File: config.mk
export PLATFORM = sky130hd
export DESIGN_NAME = xdr_dreq_ctrl
export DESIGN_NICKNAME = d
export VERILOG_FILES = /design/src/rtl/xdr_pkg.sv /design/src/rtl/xdr_cfg_reg.sv /design/src/rtl/xdr_req_front.sv /design/src/rtl/xdr_req_track.sv /design/src/rtl/xdr_ack_gen.sv /design/src/rtl/xdr_dreq_ctrl.sv
export SDC_FILE = /design/constraint.sdc
export NUM_CORES = 1
export LEC_CHECK = 0
export ABC_AREA = 1
export BUFFER_PORTS_ARGS = -buffer_cell sky130_fd_sc_hd__buf_2
export CAP_MARGIN = 20
export CORE_UTILIZATION = 35
export CTS_BUF_LIST = sky130_fd_sc_hd__clkbuf_16
export DETAILED_ROUTE_END_ITERATION = 8
export GPL_TIMING_DRIVEN = 0
export HOLD_SLACK_MARGIN = 0.06
export PLACE_DENSITY = 0.71
export SYNTH_ARGS = -nofsm -noshare
export SYNTH_HDL_FRONTEND = slang
export SYNTH_SLANG_ARGS = --single-unit
File: constraint.sdc
create_clock -name clk -period 1 [get_ports clk]
set_input_delay 0.05 -clock clk [delete_from_list [all_inputs] [get_ports clk]]
set_output_delay 0.05 -clock clk [all_outputs]
set_load 0.02 [all_outputs]
File: src/rtl/xdr_pkg.sv
package xdr_pkg;
  localparam int CFG_W = 8;
  localparam int WID_W = 2;

  typedef enum logic [1:0] {
    MODE_IDLE  = 2'b00,
    MODE_LEVEL = 2'b01,
    MODE_EDGE  = 2'b10,
    MODE_PIPED = 2'b11
  } xdr_mode_e;

  typedef struct packed {
    xdr_mode_e        mode;
    logic [1:0]       bsel;
    logic [WID_W-1:0] wid;
    logic             sync;
    logic             en;
  } xdr_cfg_t;
endpackage

File: src/rtl/xdr_cfg_reg.sv
module xdr_cfg_reg
  import xdr_pkg::*;
#(
  parameter int DATA_W = 32
) (
  input  logic              clk,
  input  logic              rst_n,
  input  logic              we,
  input  logic [DATA_W-1:0] wdata,
  output xdr_cfg_t          cfg,
  output logic [DATA_W-1:0] rdata
);
  xdr_cfg_t cfg_q, cfg_d;
  logic     unused_wdata_hi;

  always_comb begin
    cfg_d = xdr_cfg_t'(wdata[CFG_W-1:0]);
  end

  always_ff @(posedge clk or negedge rst_n) begin
    if (!rst_n) cfg_q <= '0;
    else if (we) cfg_q <= cfg_d;
  end

  assign unused_wdata_hi = ^wdata[DATA_W-1:CFG_W];
  assign cfg   = cfg_q;
  assign rdata = {{(DATA_W-CFG_W){1'b0}}, cfg_q};
endmodule

File: src/rtl/xdr_req_front.sv
module xdr_req_front #(
  parameter int STAGES = 2
) (
  input  logic clk,
  input  logic rst_n,
  input  logic pin,
  input  logic direct,
  output logic smp,
  output logic rise
);
  logic [STAGES-1:0] chain_q, chain_d;
  logic              prev_q;

  always_comb begin
    chain_d = {chain_q[STAGES-2:0], pin};
  end

  always_ff @(posedge clk or negedge rst_n) begin
    if (!rst_n) begin
      chain_q <= '0;
      prev_q  <= 1'b0;
    end else begin
      chain_q <= chain_d;
      prev_q  <= smp;
    end
  end

  assign smp  = direct ? chain_q[0] : chain_q[STAGES-1];
  assign rise = smp & ~prev_q;
endmodule

File: src/rtl/xdr_req_track.sv
module xdr_req_track
  import xdr_pkg::*;
#(
  parameter int PIPE_DEPTH = 4
) (
  input  logic      clk,
  input  logic      rst_n,
  input  xdr_cfg_t  cfg,
  input  logic      smp,
  input  logic      rise,
  input  logic      hit,
  output logic      init_req,
  output logic      trig
);
  localparam int CNT_W = $clog2(PIPE_DEPTH + 1);

  logic             pend_q, pend_d;
  logic [CNT_W-1:0] cnt_q, cnt_d;
  logic             retire, inc;

  always_comb begin
    retire = hit && (cnt_q != '0);
    inc    = smp && ((cnt_q != CNT_W'(PIPE_DEPTH)) || retire);

    pend_d = 1'b0;
    if (cfg.en && cfg.mode == MODE_EDGE) pend_d = pend_q ? !hit : rise;

    cnt_d = '0;
    if (cfg.en && cfg.mode == MODE_PIPED)
      cnt_d = cnt_q - CNT_W'(retire) + CNT_W'(inc);

    trig = 1'b0;
    init_req = 1'b0;
    if (cfg.en) begin
      unique case (cfg.mode)
        MODE_LEVEL: begin trig = hit;           init_req = smp; end
        MODE_EDGE:  begin trig = hit && pend_q; init_req = pend_q; end
        MODE_PIPED: begin trig = retire;        init_req = (cnt_q != '0); end
        default:    begin trig = 1'b0;          init_req = 1'b0; end
      endcase
    end
  end

  always_ff @(posedge clk or negedge rst_n) begin
    if (!rst_n) begin
      pend_q <= 1'b0;
      cnt_q  <= '0;
    end else begin
      pend_q <= pend_d;
      cnt_q  <= cnt_d;
    end
  end
endmodule

File: src/rtl/xdr_ack_gen.sv
module xdr_ack_gen
  import xdr_pkg::*;
#(
  parameter int ACK_CW = 3
) (
  input  logic              clk,
  input  logic              rst_n,
  input  logic              en,
  input  logic              trig,
  input  logic [ACK_CW-1:0] load_val,
  output logic              ack
);
  logic [ACK_CW-1:0] cnt_q, cnt_d;

  always_comb begin
    cnt_d = cnt_q;
    if (!en)                cnt_d = '0;
    else if (trig)          cnt_d = load_val;
    else if (cnt_q != '0)   cnt_d = cnt_q - 1'b1;
  end

  always_ff @(posedge clk or negedge rst_n) begin
    if (!rst_n) cnt_q <= '0;
    else        cnt_q <= cnt_d;
  end

  assign ack = en && (cnt_q != '0);
endmodule

File: src/rtl/xdr_dreq_ctrl.sv
module xdr_dreq_ctrl
  import xdr_pkg::*;
#(
  parameter int DATA_W      = 32,
  parameter int PIPE_DEPTH  = 4,
  parameter int SYNC_STAGES = 2
) (
  input  logic              clk,
  input  logic              rst_n,
  input  logic              cfg_we,
  input  logic [DATA_W-1:0] cfg_wdata,
  output logic [DATA_W-1:0] cfg_rdata,
  input  logic              req_pin,
  input  logic              bus_valid,
  input  logic              bus_is_periph,
  input  logic              bus_is_read,
  output logic              init_req,
  output logic              ack_pin
);
  localparam int ACK_MAX = 1 << WID_W;
  localparam int ACK_CW  = $clog2(ACK_MAX + 1);

  logic [1:0]        rst_sync_q;
  logic              rst_int_n;
  xdr_cfg_t          cfg;
  logic              smp, rise, hit, trig, direct;
  logic [ACK_CW-1:0] load_val;

  // reset asserts at once, releases two clocks later
  always_ff @(posedge clk or negedge rst_n) begin
    if (!rst_n) rst_sync_q <= 2'b00;
    else        rst_sync_q <= {rst_sync_q[0], 1'b1};
  end
  assign rst_int_n = rst_sync_q[1];

  assign direct   = cfg.sync || (cfg.mode == MODE_PIPED);
  assign hit      = cfg.en && bus_valid && ({bus_is_periph, bus_is_read} == cfg.bsel);
  assign load_val = (cfg.mode == MODE_PIPED) ? ACK_CW'(1)
                                             : ACK_CW'(cfg.wid) + ACK_CW'(1);

  xdr_cfg_reg #(.DATA_W(DATA_W)) cfg_i (
    .clk(clk), .rst_n(rst_int_n), .we(cfg_we), .wdata(cfg_wdata),
    .cfg(cfg), .rdata(cfg_rdata)
  );

  xdr_req_front #(.STAGES(SYNC_STAGES)) front_i (
    .clk(clk), .rst_n(rst_int_n), .pin(req_pin), .direct(direct),
    .smp(smp), .rise(rise)
  );

  xdr_req_track #(.PIPE_DEPTH(PIPE_DEPTH)) track_i (
    .clk(clk), .rst_n(rst_int_n), .cfg(cfg), .smp(smp), .rise(rise),
    .hit(hit), .init_req(init_req), .trig(trig)
  );

  xdr_ack_gen #(.ACK_CW(ACK_CW)) ack_i (
    .clk(clk), .rst_n(rst_int_n), .en(cfg.en), .trig(trig),
    .load_val(load_val), .ack(ack_pin)
  );
endmodule

After elaboration in Yosys (flattened, before gate mapping):

Cells that the tools add are included.

* reduce and logical (&&, ||, !) cells: 13
* bitwise operators: 2
* equality and inequality tests: 6
* add/subtract/negate cells: 4
* mux-type cells: 12

Operator list (number)
* two-way mux 3 bit: 5
* logical AND 1 bit: 8
* inequality test 3 bit (second input constant): 2
* one-hot mux 1 bit (3 select lines): 2
* nonzero test 3 bit: 2
* two-way mux 1 bit: 5
* == test 2 bit (second input constant): 2
* adder 2 x 1 -> 3 bit (second input constant): 1
* adder 3 x 1 -> 3 bit: 1
* subtractor 3 x 1 -> 3 bit: 1
* subtractor 3 x 1 -> 3 bit (second input constant): 1
* == test 2 x 1 -> 1 bit (second input constant): 1
* == test 2 bit: 1
* logical OR 1 bit: 2
* bitwise AND 1 bit: 1
* logical NOT 1 bit: 1
* inverter 1 bit: 1

* logic and storage cells: 48
* flip-flop bits (word level): 20
* output and inout bits: 34
* input bits: 39

Longest topological paths before layout:

Gate-level depths: netlist of the first run.

* word-level depth: 7
* mapped depth: 13
* depth with buffers taken out: 13

Hierarchy:

Synthesis of the first run repeated with hierarchy kept, for this count alone.

* cell total of the unflattened synthesis: 171
* area total of the unflattened synthesis: 1325.0 um^2

By module, submodules not included
* xdr_cfg_reg: area an instance 549.3 um^2, cells an instance 67, times used 1, seq. area each 200.2 um^2
* xdr_req_track: area an instance 321.6 um^2, cells an instance 43, times used 1, seq. area each 100.1 um^2
* xdr_ack_gen: area an instance 198.9 um^2, cells an instance 27, times used 1, seq. area each 75.1 um^2
* xdr_dreq_ctrl: area an instance 145.1 um^2, cells an instance 23, times used 1, seq. area each 50.0 um^2
* xdr_req_front: area an instance 110.1 um^2, cells an instance 11, times used 1, seq. area each 75.1 um^2

Worst setup path before layout of the first run:

No wires, ideal clock.

* path kind: register to register
* start: register cfg_i.cfg_q (netlist bit cfg_i.cfg[4])
* end: register track_i.cnt_q[2]
* slack: -1137 ps
* buffers on the path: 0
* data arrival time: 2019 ps
* period minus slack after synthesis: 2137 ps
* stages on the path, launching flop included: 14
* cell sequence: dfrtp_1 > inv_1 > nand2_1 > nand3_1 > nor2_4 > inv_1 > a21oi_1 > ha_1 > inv_1 > ha_1 > inv_1 > fa_1 > xor2_1 > nor2_1

* word-level cells in the longest chain between the ends: 7

RTL lines
* start, declared: line xdr_cfg_reg.sv:13 `xdr_cfg_t cfg_q, cfg_d;`
* start signal, assigned: line xdr_cfg_reg.sv:22 `else if (we) cfg_q <= cfg_d;`
* == test 2 bit *: line xdr_dreq_ctrl.sv:37 `assign hit = cfg.en && bus_valid && ({bus_is_periph, bus_is_read} == cfg.bsel);`
* logical AND 1 bit *: line xdr_dreq_ctrl.sv:37
* logical AND 1 bit *: line xdr_req_track.sv:22 `retire = hit && (cnt_q != '0);`
* branches (longest 2 deep; another with subtractor 3 x 1 -> 3 bit)
* adder 3 x 1 -> 3 bit *: line xdr_req_track.sv:30 `cnt_d = cnt_q - CNT_W'(retire) + CNT_W'(inc);`
* two-way mux 3 bit *: line xdr_req_track.sv:29 `if (cfg.en && cfg.mode == MODE_PIPED)`
* named net track_i.cnt_d[2]: line xdr_req_track.sv:18 `logic [CNT_W-1:0] cnt_q, cnt_d;`
* end signal, assigned: line xdr_req_track.sv:50 `cnt_q <= cnt_d;`
* end, declared: line xdr_req_track.sv:18

Mark *: on every way through the listed nets, which the timed path passes.
A chain may end at the register's enable or synchronous reset.

Final worst setup path of the first run:

* start: register cfg_i.cfg_q (netlist bit cfg_i.cfg[5])
* end: register track_i.cnt_q[1]

Same word-level chain as after synthesis.

==> impl_metrics.env, run 1 <==
export IMPL_rows=21
export IMPL_leakagePower_nw=1.07
export IMPL_wl_per_cell_um=10.3
export IMPL_clkLatencyLatePin_ns=0.25
export IMPL_fin_nets=274
export IMPL_reg2reg_from="cfg_i.cfg[5]"
export IMPL_start_kind="flop"
export IMPL_drtPass1Iterations=4
export IMPL_clock_sinks=20
export IMPL_hold_path_class="primary input to async pin"
export IMPL_finalSetupViolations=10
export IMPL_r2r_slack_ns=-1.03
export IMPL_vias=1131
export IMPL_clockRootBuffer="clkbuf_16"
export IMPL_portBuffers=24
export IMPL_synth_area_leader_cell="dfrtp_1"
export IMPL_holdWs_ns=0.109
export IMPL_max_cap_violations=0
export IMPL_initial_utilization_pct=37.3
export IMPL_yosysSeqAreaShare_pct=39.6
export IMPL_ant_nets=0
export IMPL_drive_above_1_share_pct=50.0
export IMPL_fill_cells=259
export IMPL_die_w_um=62.1
export IMPL_grt_pass1_wl_um=4080
export IMPL_cts_buffer_depth=2
export IMPL_area_delta_synth_final_pct=62.7
export IMPL_grt_overflow_total=0
export IMPL_gp_congestion=0.713
export IMPL_status="finished, violations left"
export IMPL_die_h_um=62.1
export IMPL_synth_area_top_cells="dfrtp_1 (40%), buf_4 (15%), nand2_1 (8.3%), inv_1 (6.8%), ha_1 (5.0%)"
export IMPL_drc_errors=0
export IMPL_syn_cell_area_sq_um=1260
export IMPL_worst_pin_slew_ns=0.701
export IMPL_dieArea_sq_um=3860
export IMPL_cts_tree="built"
export IMPL_synthCells=150
export IMPL_yosysWarnings=0
export IMPL_reg2regPathDepth=12
export IMPL_path_clk_slew_ns=0.06
export IMPL_antenna_found_initial=0
export IMPL_max_slew_margin_pct=53.2
export IMPL_grt_usage_pct=15.1
export IMPL_multi_input_area_sq_um=668
export IMPL_end_kind="flop"
export IMPL_criticalPathCategory="flop to flop"
export IMPL_ioPinCount=73
export IMPL_fp_coreArea_sq_um=3390
export IMPL_ys_ff_latch=20
export IMPL_via_per_inst=4.13
export IMPL_cp_arrival_ns=2.17
export IMPL_grt_pass1_vias=1028
export IMPL_dp_hpwl_um=1740
export IMPL_vdd_drop_max_mv=1.11
export IMPL_slew_viol_final=0
export IMPL_synth_top_area_share_pct=39.6
export IMPL_drtIter0Drc=20
export IMPL_pre_cts_slack_ns=-1.10
export IMPL_synth_distinct_cells=23
export IMPL_worst_ep_required_time_ns=1.14
export IMPL_antenna_cells=0
export IMPL_finalHoldViolCount=0
export IMPL_numCtsBuffers=3
export IMPL_fin_crit_sh_pct=203
export IMPL_fmax_mhz=493
export IMPL_syn_avg_cell_area_sq_um=8.42
export IMPL_violations="negative setup slack"
export IMPL_skew_ns=0.00230
export IMPL_cp_max_fo=3
export IMPL_grt_start_max_net_pins=19
export IMPL_power_density_nw_per_um2=1640
export IMPL_finalWorstSetupSlack_ns=-1.03
export IMPL_htreeDepth=1
export IMPL_seq_area_sq_um=508
export IMPL_period_needed_ns=2.03
export IMPL_rsz0062_at_grt="yes"
export IMPL_rr_endpoint="track_i.cnt_q[1]"
export IMPL_routed_wl_um=2830
[state kept, by name, indices dropped and copies added (netlist names)]
signal           cells
front_i.chain_q      2
ack_i.cnt_q          3
track_i.pend_q       1
rst_sync_q           2
front_i.prev_q       1
cfg_i.cfg            8
track_i.cnt_q        3
[cells by family after synthesis]
kind of cell,count (synthesis),synth area share (%)
AOI/OAI and AO/OA,15,7.92
buffers and inverters,52,22.9
other,2,0.594
xor gates and xnor gates,3,2.08
and+or+nand+nor,50,18.6
DFF,20,39.6
adders and majority gates,6,6.53
muxes,2,1.78
[what timing repair did]
item,CTS,global route
endpoints found under the hold margin,11,0
gates resized for setup,27,22
buffers inserted,10,7
hold buffers,12,0
setup endpoints to repair,10,13
pin swaps,10,6
[power breakdown]
group          switching, W  leakage, nW  internal [W]
logic              0.000679        0.778      0.000612
registers         0.0000834        0.243      0.000905
clock network      0.000295       0.0511      0.000794
total               0.00106         1.07       0.00231
[layout make-up]
cell class              instances  area share, %
multi-input cells             101           32.5
flip-flops and latches         20           24.7
repair buffers                 51           19.7
plain buffers                  26           9.31
inverters                      26           5.84
clock buffers                   3           3.65
well taps                      46           2.80
clock inverters                 1           1.46
[cell usage in the layout (no fill, tap or decap), drive strengths merged]
cell,instances
dlygate4sd3,12
a31oi,2
nand2,29
dfrtp,20
a21oi,3
conb,25
buf,64
nand3,8
xnor2,2
inv,26
nor2,11
ha,5
o21ai,10
bufinv,1
fa,1
xor2,1
nand4,2
clkbuf,4
mux2,2
[per-stage QoR]
stage | utilization (%) | std cells | TNS [ns] | power, W | instance area, sq um
after floorplan | - | 173 | -3.57 | 0.00170 | 1410
after global placement | 46.8 | 243 | -4.25 | 0.00185 | 1590
after detailed placement | 46.8 | 243 | -4.44 | 0.00187 | 1590
after CTS | 58.1 | 269 | -4.35 | 0.00325 | 1970
after global routing | 60.6 | 274 | -5.58 | 0.00356 | 2060
final | 60.6 | 274 | -4.93 | 0.00337 | 2060
[critical path: stages (launching register included)]
cell	delay, ns
dfrtp_2	0.38
inv_2	0.05
nand2_2	0.07
nand3_2	0.09
nor2_4	0.14
inv_2	0.07
a21oi_2	0.10
ha_1	0.23
inv_1	0.05
ha_1	0.13
inv_1	0.05
fa_2	0.52
nor2_1	0.04
[metal layers]
layer | share of wire, % | up-vias | global-route usage, %
li1 | - | 567 | -
met1 | 39 | 521 | 15.8
met2 | 56 | 36 | 28.9
met3 | 4.1 | 7 | 2.48
met4 | 1.5 | 0 | 6.98
met5 | 0 | - | 0
[worst max-delay path by stage]
| stage | to | slack (ns) | cells past startpoint | startpoint |
|---|---|---|---|---|
| 2_1_floorplan | track_i.cnt_q[1] | -1.01 | 11 | cfg_i.cfg[5] |
| 3_3_place_gp | track_i.cnt_q[1] | -1.07 | 10 | cfg_i.cfg[0] |
| 3_5_place_dp | track_i.cnt_q[1] | -1.10 | 10 | cfg_i.cfg[0] |
| 4_1_cts | track_i.cnt_q[1] | -0.99 | 12 | cfg_i.cfg[5] |
| 5_1_grt | track_i.cnt_q[1] | -1.13 | 12 | cfg_i.cfg[5] |
| 6_report | track_i.cnt_q[1] | -1.03 | 12 | cfg_i.cfg[5] |
[cells in the mapped netlist, drive strengths merged]
master	number
inv	26
a21oi	3
o21ai	10
nand3	8
conb	2
clkbuf	1
buf	25
a31oi	2
nor2	11
ha	5
xnor2	2
fa	1
dfrtp	20
nand4	2
nand2	29
mux2	2
xor2	1
No activity file was read; power rests on OpenSTA's default activity.
==> inputs of run 2 (changes only) <==
Settings changed: MAX_ROUTING_LAYER from default to met4.
==> run 2 against run 1 <==
Net effect:
- the flow still finishes with violations (negative setup slack)
- clock power about the same
- sequential cell count unchanged
- die area unchanged
- utilization unchanged
- clock skew about the same
- combinational power about the same
- count of clock-buffer cells in the layout unchanged
- critical path depth unchanged
- via count down 0.18%
- global-route usage up 0.47 points
- setup slack worse by 0.0017 ns
- final area unchanged
- highest routed layer unchanged
==> impl_metrics.env, run 2 (same netlist as run 1, synthesis figures left out) <==
export IMPL_hold_path_class="primary input to async pin"
export IMPL_status="finished, violations left"
export IMPL_finalHoldViolCount=0
export IMPL_drtIter0Drc=18
export IMPL_vias=1129
export IMPL_grt_usage_pct=15.5
export IMPL_vdd_drop_max_mv=1.11
export IMPL_slew_viol_final=0
export IMPL_end_kind="flop"
export IMPL_power_density_nw_per_um2=1640
export IMPL_criticalPathCategory="flop to flop"
export IMPL_die_h_um=62.1
export IMPL_gp_congestion=0.721
export IMPL_cp_arrival_ns=2.17
export IMPL_max_slew_margin_pct=53.0
export IMPL_rsz0062_at_grt="yes"
export IMPL_via_per_inst=4.12
export IMPL_dp_cells=243
export IMPL_numCtsBuffers=3
export IMPL_finalInstanceArea_sq_um=2060
export IMPL_skew_ns=0.00195
export IMPL_max_cap_violations=0
export IMPL_dieArea_sq_um=3860
export IMPL_portBuffers=24
export IMPL_rows=21
export IMPL_worst_pin_slew_ns=0.705
export IMPL_leakagePower_nw=1.07
export IMPL_post_dp_cell_area_sq_um=1590
export IMPL_antenna_found_initial=0
export IMPL_period_needed_ns=2.03
export IMPL_htreeDepth=1
export IMPL_grt_pass1_wl_um=4080
export IMPL_p_total_w=0.00337
export IMPL_cts_buffer_depth=2
export IMPL_final_common_cell="buf_4"
export IMPL_dp_hpwl_um=1740
export IMPL_grt_overflow_total=0
export IMPL_finalSetupViolations=10
export IMPL_finalWorstSetupSlack_ns=-1.03
export IMPL_antenna_cells=0
export IMPL_most_common_layout_cells="buf_4 (36), conb_1 (25), nand2_1 (21), buf_2 (18), dfrtp_1 (14)"
export IMPL_cp_max_fo=3
export IMPL_area_delta_synth_final_pct=62.7
export IMPL_largest_reg_flops=8
export IMPL_fin_nets=274
export IMPL_fmax_mhz=492
export IMPL_clkLatencyLatePin_ns=0.25
export IMPL_drtPass1Iterations=4
export IMPL_r2r_slack_ns=-1.03
export IMPL_fp_coreArea_sq_um=3390
export IMPL_final_cells=274
export IMPL_clockRootBuffer="clkbuf_16"
export IMPL_ioPinCount=73
export IMPL_die_w_um=62.1
export IMPL_grt_pass1_vias=1028
export IMPL_initial_utilization_pct=37.3
export IMPL_fin_setup_tns_ns=-4.95
export IMPL_drc_errors=0
export IMPL_utilization_pct=60.6
export IMPL_grt_start_max_net_pins=19
export IMPL_violations="negative setup slack"
export IMPL_wl_per_cell_um=10.3
export IMPL_drive_above_1_share_pct=50.0
export IMPL_fin_crit_sh_pct=203
export IMPL_worst_ep_required_time_ns=1.14
export IMPL_cts_tree="built"
export IMPL_clock_sinks=20
export IMPL_routed_wl_um=2830
export IMPL_start_kind="flop"
export IMPL_ant_nets=0
export IMPL_path_clk_slew_ns=0.06
[run 2: final cells by class]
cell class | count | area, sq um
inverter | 26 | 120
buffer | 26 | 191
tap | 46 | 57.6
clock buffer | 3 | 75.1
timing repair buffer | 51 | 405
clock inverter | 1 | 30.0
fill | 259 | 1330
multi-input combinational | 101 | 668
sequential | 20 | 508
[run 2: critical path, cell delays in order, from the launching register on]
cell,delay [ns]
dfrtp_2,0.38
inv_2,0.05
nand2_2,0.07
nand3_2,0.09
nor2_4,0.14
inv_2,0.07
a21oi_2,0.10
ha_1,0.23
inv_1,0.05
ha_1,0.13
inv_1,0.05
fa_2,0.52
nor2_1,0.04
[run 2: path summary, 6_finish.rpt]
check	endpoint	depth (start not counted)	startpoint
max	track_i.cnt_q[1]	12	cfg_i.cfg[5]
max reg2reg	track_i.cnt_q[1]	12	cfg_i.cfg[5]
min in group clk	cfg_i.cfg[3]	2	cfg_we
max in group asynchronous	cfg_i.cfg[4]	0	rst_sync_q[1]
min reg2reg	track_i.cnt_q[2]	0	rst_sync_q[1]
min	rst_sync_q[0]	2	rst_n
[run 2: per-stage QoR]
step / worst slack [ns] / hold WS (ns)
global route: -1.13 / 0.122
floorplan: -1.01 / -0.246
finish: -1.03 / 0.108
global placement: -1.07 / -0.163
CTS: -0.990 / 0.107
detailed placement: -1.10 / -0.161
[run 2: metal layers]
metal	share of wire [%]	wire length, um	track usage (%)	up-vias
met3	4.1	115	2.48	9
li1	-	-	-	566
met1	39	1100	15.8	518
met4	1.8	52	6.98	0
met5	0	0	-	-
met2	55	1560	28.9	36
[run 2: power breakdown]
group | leakage [nW] | total, W | switching (W) | internal (W)
Sequential | 0.243 | 0.000988 | 0.0000834 | 0.000905
Clock | 0.0511 | 0.00109 | 0.000295 | 0.000794
Combinational | 0.778 | 0.00129 | 0.000679 | 0.000612
[run 2: repair_timing]
action,in CTS,in global routing
pin swaps,10,6
buffers inserted,10,7
hold buffers,12,0
setup endpoints to repair,10,13
endpoints found under the hold margin,11,0
cloned,0,0
resized for setup,27,22
